[src/rtl/wdg_pkg.sv]
package wdg_pkg;
  localparam int unsigned RES_W_DEF = 12;
  localparam int unsigned CH_W_DEF  = 5;

  typedef enum logic {
    KIND_REG = 1'b0,
    KIND_INJ = 1'b1
  } conv_kind_e;
endpackage

[src/rtl/wdg_thresh_regs.sv]
module wdg_thresh_regs #(
  parameter int unsigned RES_W = 12
) (
  input  logic             clk,
  input  logic             rst_n,
  input  logic             hi_we,
  input  logic             lo_we,
  input  logic [RES_W-1:0] wdata,
  output logic [RES_W-1:0] hi_q,
  output logic [RES_W-1:0] lo_q
);
  localparam logic [RES_W-1:0] HI_RST = {RES_W{1'b1}};
  localparam logic [RES_W-1:0] LO_RST = '0;

  always_ff @(posedge clk or negedge rst_n) begin
    if (!rst_n) begin
      hi_q <= HI_RST;
      lo_q <= LO_RST;
    end else begin
      if (hi_we) hi_q <= wdata;
      if (lo_we) lo_q <= wdata;
    end
  end

  // each bound loads only from its own strobe
  a_r2_hi_load: assert property (@(posedge clk) disable iff (!rst_n)
    hi_we |=> hi_q == $past(wdata));
  a_r2_hi_hold: assert property (@(posedge clk) disable iff (!rst_n)
    !hi_we |=> $stable(hi_q));
  a_r2_lo_hold: assert property (@(posedge clk) disable iff (!rst_n)
    !lo_we |=> $stable(lo_q));
endmodule

[src/rtl/wdg_scope_filter.sv]
module wdg_scope_filter #(
  parameter int unsigned CH_W = 5
) (
  input  logic               valid,
  input  logic [CH_W-1:0]    chan,
  input  wdg_pkg::conv_kind_e kind,
  input  logic               en_reg,
  input  logic               en_inj,
  input  logic               single,
  input  logic [CH_W-1:0]    sel_chan,
  output logic               in_scope
);
  logic kind_ok;
  logic chan_ok;

  always_comb begin
    unique case (kind)
      wdg_pkg::KIND_INJ: kind_ok = en_inj;
      default:           kind_ok = en_reg;
    endcase
    chan_ok  = !single || (chan == sel_chan);
    in_scope = valid && kind_ok && chan_ok;
  end
endmodule

[src/rtl/wdg_window_cmp.sv]
module wdg_window_cmp #(
  parameter int unsigned RES_W = 12
) (
  input  logic [RES_W-1:0] data,
  input  logic [RES_W-1:0] hi,
  input  logic [RES_W-1:0] lo,
  output logic             outside
);
  logic above;
  logic below;

  always_comb begin
    above   = data > hi;
    below   = data < lo;
    outside = above || below;
  end
endmodule

[src/rtl/wdg_flag_ctrl.sv]
module wdg_flag_ctrl (
  input  logic clk,
  input  logic rst_n,
  input  logic hit,
  input  logic clr,
  input  logic irq_en,
  output logic flag,
  output logic irq
);
  always_ff @(posedge clk or negedge rst_n) begin
    if (!rst_n)      flag <= 1'b0;
    else if (hit)    flag <= 1'b1;
    else if (clr)    flag <= 1'b0;
  end

  assign irq = flag & irq_en;

  // a qualified violation is visible after the sampling edge
  a_r3_set: assert property (@(posedge clk) disable iff (!rst_n)
    hit |=> flag);
  // flag holds without a clear, and a clear with no new hit drops it
  a_r5_sticky: assert property (@(posedge clk) disable iff (!rst_n)
    (flag && !clr) |=> flag);
  a_r5_clear: assert property (@(posedge clk) disable iff (!rst_n)
    (clr && !hit) |=> !flag);
  // flag only rises after a hit
  a_r5_rise_cause: assert property (@(posedge clk) disable iff (!rst_n)
    $rose(flag) |-> $past(hit));
endmodule

[src/rtl/wdg_window_mon.sv]
module wdg_window_mon #(
  parameter int unsigned RES_W = wdg_pkg::RES_W_DEF,
  parameter int unsigned CH_W  = wdg_pkg::CH_W_DEF
) (
  input  logic             clk,
  input  logic             rst_n,
  input  logic             thr_hi_we,
  input  logic             thr_lo_we,
  input  logic [RES_W-1:0] thr_wdata,
  output logic [RES_W-1:0] thr_hi,
  output logic [RES_W-1:0] thr_lo,
  input  logic             en_reg,
  input  logic             en_inj,
  input  logic             sel_single,
  input  logic [CH_W-1:0]  sel_chan,
  input  logic             irq_en,
  input  logic             wd_clr,
  input  logic             res_valid,
  output logic             res_ready,
  input  logic [RES_W-1:0] res_data,
  input  logic [CH_W-1:0]  res_chan,
  input  logic             res_inj,
  output logic             wd_flag,
  output logic             wd_irq
);
  logic in_scope;
  logic outside;
  logic hit;
  wdg_pkg::conv_kind_e kind;

  assign kind      = wdg_pkg::conv_kind_e'(res_inj);
  assign res_ready = 1'b1;

  wdg_thresh_regs #(.RES_W(RES_W)) u_thr (
    .clk   (clk),
    .rst_n (rst_n),
    .hi_we (thr_hi_we),
    .lo_we (thr_lo_we),
    .wdata (thr_wdata),
    .hi_q  (thr_hi),
    .lo_q  (thr_lo)
  );

  wdg_scope_filter #(.CH_W(CH_W)) u_scope (
    .valid    (res_valid),
    .chan     (res_chan),
    .kind     (kind),
    .en_reg   (en_reg),
    .en_inj   (en_inj),
    .single   (sel_single),
    .sel_chan (sel_chan),
    .in_scope (in_scope)
  );

  wdg_window_cmp #(.RES_W(RES_W)) u_cmp (
    .data    (res_data),
    .hi      (thr_hi),
    .lo      (thr_lo),
    .outside (outside)
  );

  assign hit = in_scope & outside;

  wdg_flag_ctrl u_flag (
    .clk    (clk),
    .rst_n  (rst_n),
    .hit    (hit),
    .clr    (wd_clr),
    .irq_en (irq_en),
    .flag   (wd_flag),
    .irq    (wd_irq)
  );

  // no kind enabled means nothing is ever examined
  a_r6_all_off: assert property (@(posedge clk) disable iff (!rst_n)
    (!en_reg && !en_inj && !wd_flag) |=> !wd_flag);
  // a foreign channel in single mode cannot raise the flag
  a_r7_foreign: assert property (@(posedge clk) disable iff (!rst_n)
    (sel_single && res_chan != sel_chan && !wd_flag) |=> !wd_flag);
  // an idle beat cannot raise the flag
  a_r9_idle: assert property (@(posedge clk) disable iff (!rst_n)
    (!res_valid && !wd_flag) |=> !wd_flag);
  // a result equal to both bounds is inside
  a_r4_on_bound: assert property (@(posedge clk) disable iff (!rst_n)
    (res_data == thr_hi && res_data == thr_lo && !wd_flag) |=> !wd_flag);
endmodule

[config.mk]
export PLATFORM = sky130hd
export DESIGN_NAME = wdg_window_mon
export DESIGN_NICKNAME = d
export VERILOG_FILES = /design/src/rtl/wdg_pkg.sv /design/src/rtl/wdg_thresh_regs.sv /design/src/rtl/wdg_scope_filter.sv /design/src/rtl/wdg_window_cmp.sv /design/src/rtl/wdg_flag_ctrl.sv /design/src/rtl/wdg_window_mon.sv
export SDC_FILE = /design/constraint.sdc
export NUM_CORES = 1
export LEC_CHECK = 0
export ABC_AREA = 1
export BUFFER_PORTS_ARGS = -buffer_cell sky130_fd_sc_hd__buf_2
export CORE_MARGIN = 1
export CORE_UTILIZATION = 51
export DETAILED_ROUTE_END_ITERATION = 8
export PLACE_DENSITY = 0.92
export SYNTH_ARGS = -nofsm -noshare
export SYNTH_HDL_FRONTEND = slang
export SYNTH_SLANG_ARGS = --single-unit
[constraint.sdc]
create_clock -name clk -period 2.7 [get_ports clk]
set_clock_uncertainty 0.1 [all_clocks]
set_input_delay 0.405 -clock clk [delete_from_list [all_inputs] [get_ports clk]]
set_output_delay 0.405 -clock clk [all_outputs]
set_load 0.1 [all_outputs]
==> impl_metrics.ini, run 1 <==
[floorplanning]
die-area_um2 = 3510
dieWidth_um = 59.2
ios = 72
rows = 20
die_h_um = 59.2
coreArea_um2 = 3080
initial_core_util_pct = 54.2

[clock_tree]
cts_tree = built
cts_num_sinks = 25
clk_latency_ps = 320
htreeDepth = 1
clockBufferDepth = 2
cts_root_buf = clkbuf_4
cts_buffers = 3
clk_pin_slew_worst_paths_ps = 140
post_cts_buffers = 0

[timing]
fin_crit_ps = 1840
worstMarginPinSlew_ps = 547
hold_viol = 0
fin_setup_tns_ps = 0
timing.max_slew.rel_slack_pct = 63.5
post-route-period-util_pct = 68.1
fmax_mhz = 544
slew_viol_final = 0
setup_viol = 0
rsz0062_at_grt = false

[pwr]
leakage_nw = 1.22
ir_drop_mv = 0.324
power_density_nw_per_um2 = 551

[synthesis]
synth_area_leaders = dfrtp_1 (19%), dfstp_2 (19%), ha_1 (17%)
ys_seq_area_share_pct = 38.4
synth_cell_type_count = 25
syn_nets = 279
ys_warn_count = 0
avgSynthCellArea_um2 = 7.91
synth_top_area_share_pct = 19.5
ys_ff_latch = 25
syn-cell-area_um2 = 1670
synth_top_cell_by_area = dfrtp_1
synthCells = 211

[global_route]
antenna_found_initial = 0
grt_pass1_vias = 1460
grt_pass1_wl_um = 5890
grt_util_all_layers_pct = 22.3
grt_max_degree = 26
grt.overflow.total = 0

[routing]
drt-initial-drc-count = 47
drc = 0
drtPass1Iterations = 4
wire_per_inst_um = 10.9
via_count = 1561
viasPerCell = 4.80
drt-total-wl_um = 3550
drtAntennaViolNets = 0

[final_layout]
stdcell_count = 325
layout_commonest_cell = buf_2
fin_area_um2 = 2090
utilization_pct = 67.8
final_cell_mix = buf_2 (70), nand2_1 (58), inv_1 (40)
areaGrowthSynthToFinish_pct = 25.0
nNetsFinal = 350
insertedDiodeCount = 0
final_layout_size_suffix_gt1_share_pct = 34.5

[place]
placed_area_um2 = 2050
placed_cells = 320
port_buffers = 70
dp_hpwl_um = 2910
gp_congestion = 0.767

[min_path]
hold_path_class = input pin to flop

[setup_path]
critPathBufInv = 1
cp_cell_sequence = buf_2
critPathCaptureType = output port
cp.arrival_ps = 1330
max_stage_delay_ps = 580
path_class = flop to output port
worstPathRequired_ps = 2190
cp_slowest_cell = dfstp_2
cp_top_family = flip-flops
worstSetupStartpointType = flop
r2r_slack_ps = 980
path_max_fanout = 3

[outcome]
run_status = complete, no violations

[job]
max_cap_violations = 0
[synthesized netlist by cell type (all sizes together)]
| cell | instances |
|---|---|
| inv | 43 |
| o21a | 1 |
| ha | 23 |
| dfrtp | 13 |
| a21o | 1 |
| mux2 | 1 |
| dfstp | 12 |
| nor2 | 6 |
| nand2 | 61 |
| o21ai | 26 |
| conb | 1 |
| xnor2 | 3 |
| clkbuf | 2 |
| nand4 | 4 |
| a21oi | 9 |
| buf | 3 |
| nand3 | 2 |
[per-stage QoR]
| step | total power, mW | hold slack [ps] | setup WS [ps] |
|---|---|---|---|
| detailed placement | 0.987 | 321 | 1030 |
| global placement | 0.972 | 316 | 1090 |
| global route | 1.21 | 173 | 817 |
| CTS | 1.16 | 183 | 860 |
| floorplan | 0.871 | 9.41 | 550 |
| finish | 1.15 | 182 | 862 |
[cells by family (layout without fill, tap and decap cells)]
group	count (synthesis)	in the layout	share of synthesized area [%]
adders and majority gates	23	23	17.2
DFF	25	25	38.4
muxes	1	1	0.675
and+or+nand+nor	73	73	19.1
AOI/OAI and AO/OA	37	37	11.6
buffers and inverters	48	118	11.2
xor gates and xnor gates	3	3	1.57
other	1	1	0.225
[state kept, by name (all words and copies together) (netlist names)]
name	count
u_thr.lo_q	12
u_thr.hi_q	12
u_flag.flag	1
[path summary, 6_finish.rpt]
| path | startpoint | cells after the start | to |
|---|---|---|---|
| min in group asynchronous | rst_n | 2 | u_thr.lo_q[7]$_DFFE_PN0P_ |
| worst min-delay path | thr_wdata[4] | 3 | u_thr.hi_q[4]$_DFFE_PN1P_ |
| worst max-delay path | u_thr.hi_q[0]$_DFFE_PN1P_ | 1 | thr_hi[0] |
| max in group asynchronous | rst_n | 2 | u_thr.hi_q[9]$_DFFE_PN1P_ |
| worst min register to register | u_thr.hi_q[2]$_DFFE_PN1P_ | 2 | u_thr.hi_q[2]$_DFFE_PN1P_ |
| worst max register to register | u_thr.hi_q[7]$_DFFE_PN1P_ | 9 | u_flag.flag$_DFFE_PN0P_ |
[power by group]
group | switching [mW] | internal, mW | total [mW] | leakage, nW
Combinational | 0.421 | 0.122 | 0.543 | 0.922
Sequential | 0.0172 | 0.421 | 0.438 | 0.285
Clock | 0.114 | 0.0555 | 0.170 | 0.0177
Total | 0.552 | 0.599 | 1.15 | 1.22
[repair_timing]
item,CTS,global route
gates resized for setup,0,0
hold endpoints to repair,13,0
hold buffers,1,0
[per-layer routing]
layer,vias up,routed length [µm],global-route usage (%)
met5,-,0,0
met4,0,57,10.5
li1,804,-,-
met2,43,1820,40.6
met1,705,1550,25.6
met3,9,125,2.62
[area by class of cell]
| type | count | area [µm²] |
|---|---|---|
| inverters | 43 | 161 |
| fillers | 258 | 991 |
| flip-flops and latches | 25 | 641 |
| clock inverters | 1 | 5.00 |
| clock buffers | 3 | 22.5 |
| repair buffers | 71 | 360 |
| well taps | 44 | 55.1 |
| multi-input cells | 138 | 842 |
No activity file was read; power rests on OpenSTA's default activity.
==> run 2, diff against run 1 <==
Settings changed: CORE_UTILIZATION 51 to 47, PLACE_DENSITY 0.92 to 0.86.
Clock period 2.7 ns to 1.7 ns, I/O delays scaled along.
==> run 2 against run 1 <==
The flow now finishes with violations (setup timing). Die area up 8.2%. Sequential power up 66%. Via count up 2.8%. Flip-flop and latch count unchanged. Sequential share of layout area down 2.7 points. Clock power up 62%. Highest routed layer unchanged. Critical path type is now flop to flop. Global-route usage up 0.23 points. Wire length up 14%. First-iteration DRC count down 6.4%.
==> impl_metrics.ini, run 2 (synthesis results as in run 1) <==
[routing]
drt-initial-drc-count = 44
drtPass1Iterations = 4
drtAntennaViolNets = 0
drc = 0
via_count = 1605
viasPerCell = 4.78
wire_per_inst_um = 12.0
drt-total-wl_um = 4050

[global_route]
antenna_found_initial = 0
grt.overflow.total = 0
grt_pass1_wl_um = 6170
grt_util_all_layers_pct = 22.5
grt_max_degree = 26
grt_pass1_vias = 1400

[setup_path]
path_max_fanout = 3
critPathLaunch = u_thr.hi_q[7]$_DFFE_PN1P_
r2r_slack_ps = -60
rr_endpoint = u_flag.flag$_DFFE_PN0P_
critPathCaptureType = flop
reg2reg_depth = 9
cp.arrival_ps = 1910
crit_end = u_flag.flag$_DFFE_PN0P_
worstPathRequired_ps = 1850
path_class = flop to flop
r2r_start = u_thr.hi_q[7]$_DFFE_PN1P_
worstSetupStartpointType = flop

[outcome]
violations = setup timing
run_status = finished, violations left

[final_layout]
top_regs = u_thr.hi_q x12, u_thr.lo_q x12, u_flag.flag x1
nNetsFinal = 359
fin_area_um2 = 2490
final_cell_mix = nand2_1 (57), buf_2 (57), inv_1 (29)
nFillCells = 257
final_layout_size_suffix_gt1_share_pct = 47.6
stdcell_count = 336
utilization_pct = 74.0
areaGrowthSynthToFinish_pct = 49.0
insertedDiodeCount = 0

[place]
dpl_worst_slack_ps = -38.0
placed_area_um2 = 2400
port_buffers = 70
dp_hpwl_um = 3130
gp_congestion = 0.764
placed_cells = 331

[clock_tree]
cts_num_sinks = 25
clk_pin_slew_worst_paths_ps = 140
clockBufferDepth = 2
htreeDepth = 1
post_cts_buffers = 0
cts_tree = built
cts_buffers = 3
cts_root_buf = clkbuf_4
clk_latency_ps = 330

[min_path]
hold_depth = 3
hold_path_class = input pin to flop

[timing]
rsz0062_at_grt = true
hold_viol = 0
fmax_mhz = 568
finalHoldWorstSlack_ps = 31.9
fin_crit_ps = 1760
slew_viol_final = 0
timing.max_slew.rel_slack_pct = 62.0
post-route-period-util_pct = 103
setup_ws_ps = -59.1
setup_viol = 1
worstMarginPinSlew_ps = 570

[pwr]
power_density_nw_per_um2 = 815
leakage_nw = 1.30
ir_drop_mv = 0.658

[floorplanning]
dieWidth_um = 61.6
ios = 72
rows = 21
die_h_um = 61.6
coreArea_um2 = 3360
die-area_um2 = 3790
initial_core_util_pct = 49.6

[job]
max_cap_violations = 0
==> run 2: cell count changes in the layout (fill, tap and decap cells not counted), sizes merged <==
cell	before	now
buf	70	77
clkbuf	3	5
inv	43	42
clkinvlp	0	1
==> run 2: worst min path at each step <==
stage,startpoint,endpoint,slack [ps]
2_1_floorplan,rst_n,u_flag.flag$_DFFE_PN0P_,-140
3_3_place_gp,rst_n,u_thr.lo_q[0]$_DFFE_PN0P_,170
3_5_place_dp,rst_n,u_thr.lo_q[5]$_DFFE_PN0P_,180
4_1_cts,thr_wdata[9],u_thr.hi_q[9]$_DFFE_PN1P_,30
5_1_grt,thr_wdata[1],u_thr.lo_q[1]$_DFFE_PN0P_,20
6_report,thr_wdata[9],u_thr.hi_q[9]$_DFFE_PN1P_,30
==> run 2: layout make-up <==
type                    count  area, µm²  share of cell area, %
inverters                  43        175                   7.04
clock inverters             1       5.00                  0.201
clock buffers               3       22.5                  0.905
repair buffers             80        586                   23.5
multi-input cells         138        945                   38.0
well taps                  46       57.6                   2.31
flip-flops and latches     25        697                   28.0
==> run 2: metal layers <==
metal  track usage (%)  wire [µm]  share of wire [%]  vias to the layer above
met5                 0          0                  0                        -
met4              4.76         19               0.47                        0
met3              5.25        219                5.4                        2
met2              39.0       2070                 51                       52
met1              28.6       1740                 43                      734
li1                  -          -                  -                      817
==> run 2: power breakdown <==
| group | leakage, nW | switching, mW | internal [mW] | total (mW) |
|---|---|---|---|---|
| Combinational | 1.00 | 0.707 | 0.316 | 1.02 |
| Sequential | 0.277 | 0.0383 | 0.688 | 0.726 |
| Clock | 0.0177 | 0.187 | 0.0885 | 0.276 |
| Total | 1.30 | 0.933 | 1.09 | 2.03 |
==> run 2: stage by stage <==
step / total power, mW / setup TNS (ps)
2_1_floorplan: 1.43 / -142
3_3_place_gp: 1.71 / -1.08
3_5_place_dp: 1.73 / -38.0
4_1_cts: 2.03 / -30.6
5_1_grt: 2.13 / -171
6_report: 2.03 / -59.1
==> run 2: worst max-delay path, cell delays in order, from the launching register on <==
cell and delay (ps):
dfstp_4 660, inv_4 40, ha_4 260, nand4_1 130, nor2_4 170, nand4_1 110, nand2_1 70, nand2_1 40
nand2_1 50, nand2_1 40
==> run 2: timing repair <==
item	in CTS	in global routing
cloned	0	0
resized for setup	6	2
hold endpoints to repair	13	0
pin swaps	1	0
setup endpoints to repair	2	3
hold buffers	1	0
==> run 3, diff against run 2 <==
Settings changed: CORE_UTILIZATION 47 to 45, PLACE_DENSITY 0.86 to 0.83.
==> run 3 against run 2 <==
The run still ends with setup timing left. Non-clock buffer count shrank 1. Maximum frequency grew 3.1%. Global-route usage shrank 1.9 points. Via count grew 0.31%. Sequential share of layout area is the same. Power grew 3.1%. Sequential power is essentially flat. Register-to-register slack gained 50 ps.
==> impl_metrics.ini, run 3 (synthesis results as in run 1) <==
[outcome]
run_status = finished, violations left
violations = setup timing

[final_layout]
nFillCells = 282
fin_area_um2 = 2490
stdcell_count = 335
top_regs = u_thr.hi_q x12, u_thr.lo_q x12, u_flag.flag x1
final_cell_mix = buf_2 (62), nand2_1 (57), inv_1 (29)
final_layout_size_suffix_gt1_share_pct = 47.8
layout_commonest_cell = buf_2
insertedDiodeCount = 0
areaGrowthSynthToFinish_pct = 49.0
nNetsFinal = 358
utilization_pct = 72.3

[clock_tree]
clk_pin_slew_worst_paths_ps = 90
clockBufferDepth = 2
cts_root_buf = clkbuf_8
cts_tree = built
htreeDepth = 1
cts_num_sinks = 25
cts_buffers = 3
clk_latency_ps = 270

[setup_path]
cp_cell_sequence = inv_2 > ha_4 > nand4_1 > nor2_4 > nand4_1 > nand2_1 > nand2_1 > nand2_1 > nand2_1
cp_slowest_cell = dfstp_4
worstSetupStartpointType = flop
crit_top_cell = nand2_1
critPathCaptureType = flop
worstPathRequired_ps = 1760
cp.arrival_ps = 1770
path_class = flop to flop
max_stage_delay_ps = 630
path_max_fanout = 3

[timing]
rsz0062_at_grt = true
timing.max_slew.rel_slack_pct = 63.2
setup_viol = 1
slew_viol_final = 0
post-route-period-util_pct = 100
hold_viol = 0
fin_crit_ps = 1710
setup_ws_ps = -5.84
fmax_mhz = 586
worstMarginPinSlew_ps = 552

[global_route]
antenna_found_initial = 0
grt.overflow.total = 0
grt_pass1_wl_um = 6570
grt_max_degree = 26
grt_util_all_layers_pct = 20.6
grt_pass1_vias = 1564

[floorplanning]
die_h_um = 62.9
die-area_um2 = 3960
dieWidth_um = 62.9
initial_core_util_pct = 48.5
ios = 72
rows = 21
coreArea_um2 = 3440

[place]
placed_area_um2 = 2360
dpl_worst_slack_ps = -1.10
port_buffers = 70
dp_hpwl_um = 3120
gp_congestion = 0.797
placed_cells = 330

[routing]
drtAntennaViolNets = 0
via_count = 1610
drt-initial-drc-count = 44
drt-total-wl_um = 3920
drtPass1Iterations = 4
drc = 0
viasPerCell = 4.81
wire_per_inst_um = 11.7

[pwr]
leakage_nw = 1.29
power_density_nw_per_um2 = 839
ir_drop_mv = 0.441

[min_path]
hold_path_class = input pin to flop

[job]
max_cap_violations = 0
[run 3: cell types whose count changed in the layout (fill, tap and decap cells not counted)]
cell	delta
inv_2	+1
clkbuf_4	-5
buf_2	+5
nand2_4	+1
ha_1	-2
buf_4	-2
buf_12	-2
nand2_2	-1
ha_4	+2
inv_4	-1
clkbuf_8	+3
clkbuf_1	+1
clkinv_2	-1
[run 3: through the flow]
stage | hold slack, ps | power (mW) | setup TNS (ps)
after CTS | 102 | 2.08 | 0
after global placement | 166 | 1.69 | 0
final | 102 | 2.09 | -5.84
after global routing | 121 | 2.20 | -104
after floorplan | -141 | 1.43 | -142
after detailed placement | 176 | 1.71 | -1.10
[run 3: final cells by class]
class	instances	area, µm²	area share (%)
Timing Repair Buffer	79	541	21.7
Sequential cell	25	697	28.0
Multi-Input combinational cell	138	975	39.2
Inverter	43	173	6.94
Tap cell	46	57.6	2.31
Clock buffer	4	45.0	1.81
[run 3: worst max-delay path: cells and delay by family (launching register included)]
kind	cells	cell delay, ps
flip-flops	1	630
AND/OR/NAND/NOR	7	550
adder cells (fa/ha/maj)	1	260
buffers and inverters	1	50
[run 3: routing by layer]
| metal | up-vias | GRT usage, % | share of wire [%] |
|---|---|---|---|
| met5 | - | 0 | 0 |
| met4 | 0 | 4.36 | 0.64 |
| met3 | 4 | 3.10 | 5.8 |
| met2 | 57 | 38.0 | 51 |
| met1 | 733 | 24.8 | 42 |
| li1 | 816 | - | - |
[run 3: repair_timing]
action	CTS	global route
resized for setup	3	4
hold buffers	1	0
setup buffers	0	0
hold endpoints to repair	13	0
pin swaps	1	3
endpoints found under the setup margin	1	1
[run 3: final timing paths]
kind	to	cells after the start	slack, ps	start
min in group asynchronous	u_thr.lo_q[9]$_DFFE_PN0P_	2	400	rst_n
worst max register to register	u_flag.flag$_DFFE_PN0P_	9	-6	u_thr.hi_q[7]$_DFFE_PN1P_
worst min register to register	u_flag.flag$_DFFE_PN0P_	2	430	u_flag.flag$_DFFE_PN0P_
max in group asynchronous	u_thr.lo_q[3]$_DFFE_PN0P_	2	700	rst_n
worst max-delay path	u_flag.flag$_DFFE_PN0P_	9	-6	u_thr.hi_q[7]$_DFFE_PN1P_
worst min-delay path	u_thr.lo_q[5]$_DFFE_PN0P_	3	100	thr_wdata[5]
[run 3: power breakdown]
group | switching [mW] | internal, mW | total [mW]
Combinational | 0.705 | 0.302 | 1.01
Clock | 0.190 | 0.168 | 0.357
Sequential | 0.0357 | 0.688 | 0.723
